<file path="config.mk">
export PLATFORM = sky130hd
export DESIGN_NAME = scanline_bus_timer
export DESIGN_NICKNAME = d
export VERILOG_FILES = /design/src/rtl/sbt_pkg.sv /design/src/rtl/sbt_mode_reg.sv /design/src/rtl/sbt_req_gen.sv /design/src/rtl/sbt_retrace_gen.sv /design/src/rtl/scanline_bus_timer.sv
export SDC_FILE = /design/constraint.sdc
export NUM_CORES = 1
export LEC_CHECK = 0
export BUFFER_PORTS_ARGS = -buffer_cell sky130_fd_sc_hd__buf_2
export CAP_MARGIN = 20
export CORE_MARGIN = 4
export CORE_UTILIZATION = 49
export CTS_BUF_LIST = sky130_fd_sc_hd__clkbuf_8
export DETAILED_ROUTE_END_ITERATION = 10
export GPL_TIMING_DRIVEN = 1
export PLACE_DENSITY = 0.81
export SYNTH_ARGS = -nofsm -noshare
export SYNTH_HDL_FRONTEND = slang
export SYNTH_SLANG_ARGS = --single-unit
</file>
<file path="constraint.sdc">
create_clock -name clk -period 2.1 [get_ports clk]
set_input_delay 0.105 -clock clk [delete_from_list [all_inputs] [get_ports clk]]
set_output_delay 0.105 -clock clk [all_outputs]
set_load 0.05 [all_outputs]
</file>
<file path="src/rtl/sbt_pkg.sv">
package sbt_pkg;
  // Decoded view of the CRT mode byte
  typedef struct packed {
    logic flag_hi;    // inverse of bit 3
    logic flag_lo;    // inverse of bit 2
    logic short_act;  // bit 1 set: fewer active lines
    logic alt_std;    // bit 0 set: standard alternate height
  } crt_cfg_t;

  localparam int MODE_W = 8;
endpackage

</file>
<file path="src/rtl/sbt_mode_reg.sv">
module sbt_mode_reg
  import sbt_pkg::*;
#(
  parameter logic [MODE_W-1:0] RESET_VAL = 8'h0E
) (
  input  logic              clk,
  input  logic              rst_n,
  input  logic              wr,
  input  logic [MODE_W-1:0] data,
  output crt_cfg_t          cfg
);
  localparam int KEPT = 4;
  logic [KEPT-1:0] bits_q;

  always_ff @(posedge clk or negedge rst_n) begin
    if (!rst_n)  bits_q <= RESET_VAL[KEPT-1:0];
    else if (wr) bits_q <= data[KEPT-1:0];
  end

  always_comb begin
    cfg.flag_hi   = ~bits_q[3];
    cfg.flag_lo   = ~bits_q[2];
    cfg.short_act = bits_q[1];
    cfg.alt_std   = bits_q[0];
  end
endmodule

</file>
<file path="src/rtl/sbt_req_gen.sv">
module sbt_req_gen #(
  parameter int LINE_W = 9,
  parameter int HOLD   = 368
) (
  input  logic              clk,
  input  logic              rst_n,
  input  logic              line_start,
  input  logic [LINE_W-1:0] line_num,
  input  logic [LINE_W-1:0] active_cnt,
  input  logic              kill,
  input  logic              alt,
  output logic              req
);
  localparam int CW = (HOLD > 1) ? $clog2(HOLD) : 1;
  localparam logic [CW-1:0] LOAD = CW'(HOLD - 1);

  logic [CW-1:0] left_q;
  logic          begin_line;

  assign begin_line = line_start && (line_num < active_cnt);

  always_ff @(posedge clk or negedge rst_n) begin
    if (!rst_n) begin
      req    <= 1'b0;
      left_q <= '0;
    end else if (kill || alt) begin
      req    <= 1'b0;
      left_q <= '0;
    end else if (begin_line) begin
      req    <= 1'b1;
      left_q <= LOAD;
    end else if (req) begin
      if (left_q == '0) req <= 1'b0;
      else              left_q <= left_q - 1'b1;
    end
  end
endmodule

</file>
<file path="src/rtl/sbt_retrace_gen.sv">
module sbt_retrace_gen #(
  parameter int LINE_W = 9
) (
  input  logic              clk,
  input  logic              rst_n,
  input  logic              line_start,
  input  logic [LINE_W-1:0] line_num,
  input  logic [LINE_W-1:0] active_cnt,
  input  logic              alt,
  output logic              irq
);
  always_ff @(posedge clk or negedge rst_n) begin
    if (!rst_n) irq <= 1'b0;
    else        irq <= alt && line_start && (line_num == active_cnt);
  end
endmodule

</file>
<file path="src/rtl/scanline_bus_timer.sv">
module scanline_bus_timer
  import sbt_pkg::*;
#(
  parameter int LINE_W      = 9,
  parameter int LINE_CLKS   = 456,
  parameter int HOLD_NUM    = 368,
  parameter int HOLD_DEN    = 456,
  parameter int ACT_LONG    = 200,
  parameter int ACT_SHORT   = 192,
  parameter int ALT_STD     = 200,
  parameter int ALT_TALL    = 204,
  parameter logic [7:0] MODE_RESET = 8'h0E
) (
  input  logic              clk,
  input  logic              rst_n,
  input  logic              line_start,
  input  logic [LINE_W-1:0] line_num,
  input  logic              mode_wr,
  input  logic [7:0]        mode_data,
  input  logic              disp_kill,
  input  logic              alt_mode,
  output logic              bus_req,
  output logic              retrace_irq,
  output logic [LINE_W-1:0] frame_lines,
  output logic [1:0]        mode_flags
);
  localparam int HOLD = LINE_CLKS * HOLD_NUM / HOLD_DEN;

  crt_cfg_t          cfg;
  logic [LINE_W-1:0] active_cnt;

  sbt_mode_reg #(.RESET_VAL(MODE_RESET)) u_mode (
    .clk(clk), .rst_n(rst_n), .wr(mode_wr), .data(mode_data), .cfg(cfg)
  );

  assign active_cnt  = cfg.short_act ? LINE_W'(ACT_SHORT) : LINE_W'(ACT_LONG);
  assign frame_lines = cfg.alt_std   ? LINE_W'(ALT_STD)   : LINE_W'(ALT_TALL);
  assign mode_flags  = {cfg.flag_hi, cfg.flag_lo};

  sbt_req_gen #(.LINE_W(LINE_W), .HOLD(HOLD)) u_req (
    .clk(clk), .rst_n(rst_n), .line_start(line_start), .line_num(line_num),
    .active_cnt(active_cnt), .kill(disp_kill), .alt(alt_mode), .req(bus_req)
  );

  sbt_retrace_gen #(.LINE_W(LINE_W)) u_vrt (
    .clk(clk), .rst_n(rst_n), .line_start(line_start), .line_num(line_num),
    .active_cnt(active_cnt), .alt(alt_mode), .irq(retrace_irq)
  );
endmodule

</file>
==> run_results.csv, run 1 <==
group,metric,value,unit
status,status,"complete, no violations",
critical_path,worst_r2r_endpoint,"u_req.left_q[2]",
detailed_routing,dr_total_vias,706,
sta,rsz0062_at_grt,"no",
critical_path,path_class,"flip-flop to flip-flop",
die,die_h,50.3,µm
placement,gp_congestion,0.902,
yosys,synth_cells,93,
yosys,yosysTopAreaCellShare,34.2,%
critical_path,reg2regPathDepth,7,
sta,clock-skew-final,0.00367,ns
clock_network,clock_latency,0.25,ns
cells_and_area,fill_cells,166,
global_route,grt_pass1_vias,740,
yosys,syn_area,878,µm²
cells_and_area,antenna_cells,0,
cells_and_area,final_common_cell,"buf_2",
sta,layout_setup_ws,0.140,ns
hold_path,hold_end,"u_vrt.irq",
placement,io_buffer_count,23,
critical_path,start_kind,"flip-flop",
global_route,antenna_found_initial,0,
yosys,yosysTopAreaCell,"dfrtp_1",
sta,finalHoldViolCount,0,
clock_network,cts-buffers-inserted,3,
cells_and_area,syn_to_final_growth,18.2,%
critical_path,critPathRequiredTime,2.23,ns
die,dieArea,2530,µm²
global_route,grt_usage,15.6,%
die,start_util,51.4,%
global_route,grt_pass1_wl,2970,µm
cells_and_area,drive_gt1_share,31.6,%
cells_and_area,fin_nets,143,
detailed_routing,drtIter0Drc,7,
sta,fin_tns_setup,0,ns
power_and_ir_drop,peakVddDrop,549,µV
hold_path,min_delay_path_depth,2,
die,die_x,50.3,µm
die,io_pins,36,
detailed_routing,post_drt_wl_per_cell,12.0,µm
yosys,avgSynthCellArea,9.44,µm²
clock_network,cts-root-buf,"clkbuf_8",
clock_network,cts-htree-levels,1,
clock_network,tritoncts,"yes",
clock_network,cts_num_sinks,15,
yosys,yosysUniqueCellTypes,32,
placement,place_hpwl,1330,µm
placement,dp_slack,0.130,ns
die,rows,15,
yosys,seq_area_frac_synth,43.2,%
clock_network,clk_pin_slew,0.06,ns
job,max-cap-violations,0,
cells_and_area,stdcell_count,142,
detailed_routing,drc,0,
detailed_routing,detail-route-antenna-nets,0,
yosys,synth-seq-cells,15,
critical_path,cp_data_arrival_time,2.09,ns
yosys,yosysWarnings,0,
detailed_routing,viasPerCell,4.97,
power_and_ir_drop,powerDensity,667,nW/µm²
hold_path,min_from,"line_num[1]",
detailed_routing,routed_wl,1700,µm
cells_and_area,final_cell_mix,"buf_2, dfrtp_1, inv_1, conb_1",
critical_path,timing.rr.start,"u_req.left_q[0]",
hold_path,hold_class,"primary input to flip-flop",
sta,post-route-period-util,93.3,%
sta,setup_viol,0,
critical_path,crit_fanout,4,
clock_network,clockBufferDepth,2,
critical_path,reg2reg_slack,0.14,ns
clock_network,postCtsSetupBuffers,0,
die,core_area,1710,µm²
sta,max_freq,510,MHz
detailed_routing,drt_pass1_iterations,4,
yosys,yosys-top-cells-area,"dfrtp_1, dfstp_2, buf_4",
sta,drv_slew,0,
power_and_ir_drop,p_leak,0.491,nW
sta,finalCriticalPeriod,1.96,ns
global_route,grt_max_degree,16,
critical_path,worst_setup_path_end_kind,"flip-flop",
placement,placed_cells,137,
global_route,grt_overflow,0,
==> per-layer routing <==
layer	global-route usage [%]	vias to the layer above	share of wire (%)
met1	16.6	326	41
met4	10.8	0	2.8
li1	-	350	-
met3	4.15	4	6.6
met2	26.7	26	49
met5	0	-	0
==> what timing repair did <==
item / 4_1_cts / 5_1_grt
gates resized for setup: 0 / 1
hold buffers: 1 / 0
endpoints found under the setup margin: 0 / 1
hold endpoints to repair: 12 / 0
==> power by group <==
part           leakage [nW]  switching, mW  total, mW  internal, mW
clock                0.0255          0.100      0.231         0.131
sequential            0.195        0.00939      0.315         0.305
combinational         0.270          0.101      0.147        0.0466
total                 0.491          0.210      0.693         0.483
==> worst max path at each step <==
stage / from / to / cells after the start
after floorplan: u_req.left_q[0] / u_req.left_q[8] / 7
after global placement: u_req.left_q[0] / u_req.left_q[2] / 7
after detailed placement: u_req.left_q[0] / u_req.left_q[2] / 7
after CTS: u_req.left_q[0] / u_req.left_q[2] / 7
after global routing: u_req.left_q[0] / u_req.left_q[2] / 7
final: u_req.left_q[0] / u_req.left_q[2] / 7
==> synthesized netlist by cell type, drive strengths merged <==
library cell and n:
dfrtp 12, and4bb 1, a21oi 7, ha 2
o211ai 2, dfstp 3, or4 2, o21ai 10
nor3b 1, xnor2 2, buf 11, a31oi 1
nor2 3, or3 1, or2 1, nand4 1
conb 2, clkbuf 1, nor4b 5, o21a 1
xor2 4, nand2b 1, nand2 7, or4b 1
nor3 1, nor2b 1, nor4 1, inv 8
==> worst max-delay path, cell delays in order, from the launching register on <==
cell and delay [ns]:
dfrtp_1 0.41, inv_1 0.10, ha_1 0.21, or4b_4 0.51, buf_4 0.18, o211ai_1 0.20
xor2_1 0.17, a21oi_1 0.08
==> registers in the layout, indices dropped and copies added (netlist names) <==
register       flops
u_mode.bits_q      4
u_vrt.irq          1
u_req.left_q       9
u_req.req          1
==> stage by stage <==
step           cell area (µm²)  util, %  power, mW  hold slack, ns
2_1_floorplan              901        -      0.436          -0.191
3_3_place_gp               978     57.3      0.459          0.0176
3_5_place_dp               978     57.3      0.464          0.0239
4_1_cts                   1030     60.6      0.704         0.00543
5_1_grt                   1040     60.8      0.737          0.0160
6_report                  1040     60.8      0.693          0.0125
==> layout make-up <==
cell class | count | area [µm²] | area share [%]
Sequential cell | 15 | 379 | 36.5
Multi-Input combinational cell | 64 | 412 | 39.6
Timing Repair Buffer | 26 | 140 | 13.5
Clock buffer | 3 | 41.3 | 3.98
Tap cell | 25 | 31.3 | 3.01
Inverter | 8 | 30.0 | 2.89
Clock inverter | 1 | 5.00 | 0.482
==> logic make-up (layout without fill, tap and decap cells) <==
group / Yosys count / after routing / share of synthesized area [%]
adder cells (fa/ha/maj): 2 / 2 / 2.85
flip-flops: 15 / 15 / 43.2
other: 2 / 8 / 0.855
buffers and inverters: 20 / 38 / 13.0
AO/OA/AOI/OAI: 21 / 21 / 14.2
XOR/XNOR: 6 / 6 / 5.98
AND/OR/NAND/NOR: 27 / 27 / 19.9
No activity file was read; power rests on OpenSTA's default activity.
==> run 2, diff against run 1 <==
--- a/config.mk
+++ b/config.mk
@@ -5,14 +5,16 @@
 export SDC_FILE = /design/constraint.sdc
 export NUM_CORES = 1
 export LEC_CHECK = 0
+export ABC_AREA = 1
 export BUFFER_PORTS_ARGS = -buffer_cell sky130_fd_sc_hd__buf_2
 export CAP_MARGIN = 20
+export CORE_ASPECT_RATIO = 0.7
 export CORE_MARGIN = 4
-export CORE_UTILIZATION = 49
+export CORE_UTILIZATION = 50
 export CTS_BUF_LIST = sky130_fd_sc_hd__clkbuf_8
 export DETAILED_ROUTE_END_ITERATION = 10
 export GPL_TIMING_DRIVEN = 1
-export PLACE_DENSITY = 0.81
+export PLACE_DENSITY = 0.8
 export SYNTH_ARGS = -nofsm -noshare
 export SYNTH_HDL_FRONTEND = slang
 export SYNTH_SLANG_ARGS = --single-unit
==> run_results.csv, run 2 <==
group,metric,value,unit
critical_path,cp_slowest_stage_delay,0.51,ns
power_and_ir_drop,power,0.746,mW
die,rows,13,
critical_path,path_class,"flip-flop to flip-flop",
die,dieArea,2830,µm²
yosys,yosysTopAreaCell,"dfrtp_1",
yosys,synth_edf_count,0,
sta,rsz0062_at_grt,"no",
clock_network,cts-buffers-inserted,3,
cells_and_area,final_cell_mix,"nand2_1, buf_2, inv_1",
clock_network,postCtsSetupBuffers,0,
critical_path,cp_data_arrival_time,1.78,ns
placement,io_buffer_count,23,
critical_path,crit_chain,"inv_1 -> ha_1 -> nand3b_1 -> nand2_1 -> nand2_1 -> buf_4 -> nand3_1 -> nand3_1 -> nand2_1",
global_route,grt_overflow,0,
detailed_routing,drc,0,
clock_network,clockBufferDepth,2,
detailed_routing,met3_length,139,µm
detailed_routing,wl_met2,1020,µm
hold_path,hold_class,"primary input to flip-flop",
yosys,synth_ff_type,"dfrtp_1",
yosys,yosysUniqueCellTypes,25,
yosys,synth-seq-cells,15,
yosys,avgSynthCellArea,7.32,µm²
clock_network,cts_num_sinks,15,
critical_path,slowest_stage,"dfstp_2",
yosys,yosys-top-cells-area,"dfrtp_1, nand2_1, nand3_1",
global_route,grt_max_degree,20,
clock_network,cts-htree-levels,1,
die,start_util,53.9,%
critical_path,critPathRequiredTime,2.24,ns
clock_network,cts-root-buf,"clkbuf_8",
sta,drv_slew,0,
placement,place_hpwl,1670,µm
cells_and_area,final_common_cell,"nand2_1",
sta,setup_viol,0,
detailed_routing,topRoutingLayerUsed,"met4",
clock_network,clk_pin_slew,0.06,ns
sta,fin_tns_setup,0,ns
cells_and_area,reg.largest.list,"u_req.left_q x9, u_mode.bits_q x4",
cells_and_area,largest_reg_flops,9,
die,die_h,45.7,µm
power_and_ir_drop,peakVddDrop,398,µV
die,io_pins,36,
global_route,grt_usage,18.2,%
cells_and_area,antenna_cells,0,
power_and_ir_drop,p_leak,0.654,nW
detailed_routing,drtIter0Drc,61,
yosys,yosysMostFrequentCell,"nand2_1",
critical_path,start_kind,"flip-flop",
detailed_routing,post_drt_wl_per_cell,11.8,µm
detailed_routing,drt_pass1_iterations,4,
cells_and_area,fin_nets,187,
yosys,yosysWarnings,0,
placement,gp_congestion,0.851,
power_and_ir_drop,powerDensity,649,nW/µm²
clock_network,clock_latency,0.25,ns
sta,finalHoldViolCount,0,
critical_path,crit_fanout,10,
sta,finalCriticalPeriod,1.63,ns
yosys,syn_area,1020,µm²
cells_and_area,drive_gt1_share,25.5,%
cells_and_area,syn_to_final_growth,12.9,%
yosys,synth_cells,139,
critical_path,cp_common_cell,"nand2_1",
yosys,synth-async-reset-ratio,100,%
detailed_routing,viasPerCell,5.21,
die,core_area,1890,µm²
yosys,synth_commonest_cells,"nand2_1, inv_1, nand3_1",
job,max-cap-violations,0,
yosys,yosysTopAreaCellShare,29.5,%
placement,dp_slack,0.486,ns
detailed_routing,dr_total_vias,954,
global_route,antenna_found_initial,0,
detailed_routing,routed_wl,2160,µm
sta,max_freq,612,MHz
sta,layout_setup_ws,0.466,ns
status,status,"complete, no violations",
cells_and_area,top_register,"u_req.left_q",
global_route,grt_pass1_wl,3750,µm
die,die_x,61.9,µm
clock_network,tritoncts,"yes",
yosys,seq_area_frac_synth,37.3,%
global_route,grt_pass1_vias,891,
sta,post-route-period-util,77.8,%
sta,clock-skew-final,0.00433,ns
critical_path,worst_setup_path_end_kind,"flip-flop",
detailed_routing,detail-route-antenna-nets,0,
detailed_routing,wl_met1,956,µm
## run 2: cell types whose count changed in the layout (fill, tap and decap cells not counted), moves of 4 or more
cell     delta
nor4b_1     -4
o21ai_1     -5
inv_1       +9
a21oi_1     -5
nand3_1    +16
xor2_1      -4
nor2_1      +9
nand4_1    +10
nand2_1    +24
## run 2: routing by layer
layer	track usage [%]	up-vias
li1	-	473
met1	24.1	440
met2	27.6	32
met3	5.10	9
met4	8.05	0
met5	0	-
## run 2: layout make-up
type,count,area [µm²]
repair buffers,26,140
multi-input cells,98,489
clock buffers,3,41.3
clock inverters,1,3.75
fillers,182,738
inverters,18,67.6
well taps,22,27.5
flip-flops and latches,15,379
## run 2: power breakdown
group / switching, mW / leakage [nW] / internal, mW
Sequential: 0.00956 / 0.195 / 0.307
Combinational: 0.139 / 0.432 / 0.0599
Clock: 0.101 / 0.0269 / 0.130
## run 2: worst paths after layout
kind | from | to | slack (ns) | cells past startpoint
max | u_mode.bits_q[1] | u_req.left_q[5] | 0.47 | 9
min | mode_data[3] | u_mode.bits_q[3] | 0.06 | 3
max reg2reg | u_mode.bits_q[1] | u_req.left_q[5] | 0.47 | 9
min reg2reg | u_mode.bits_q[3] | u_mode.bits_q[3] | 0.48 | 2
max in group asynchronous | rst_n | u_mode.bits_q[1] | 1.51 | 2
min in group asynchronous | rst_n | u_req.left_q[6] | 0.28 | 2
## run 2: cell families (layout without fill, tap and decap cells)
logic type      Yosys count  after routing  synth area share, %
fa+ha+maj                 2              2                 2.46
compound gates            8              8                 4.18
buf+inv                  32             48                 16.9
flops                    15             15                 37.3
other cells               2              8                0.738
simple gates             80             80                 38.5
## run 2: stage by stage
stage	cell area (µm²)	util, %	std cells	hold slack, ns
finish	1150	60.9	183	0.0626
floorplan	1040	-	145	-0.191
CTS	1150	60.9	183	0.0652
global placement	1090	58.0	178	0.0300
global route	1150	60.9	183	0.0734
detailed placement	1090	58.0	178	0.0320
## run 2: repair_timing
action	CTS	global route
gates resized for setup	0	0
hold buffers	1	0
endpoints found under the hold margin	12	0
## run 2: critical path: cells and delay by family (launching register included)
kind,cells,cell delay (ns)
adders and majority gates,1,0.18
buffers and inverters,2,0.27
and+or+nand+nor,6,0.58
DFF,1,0.51
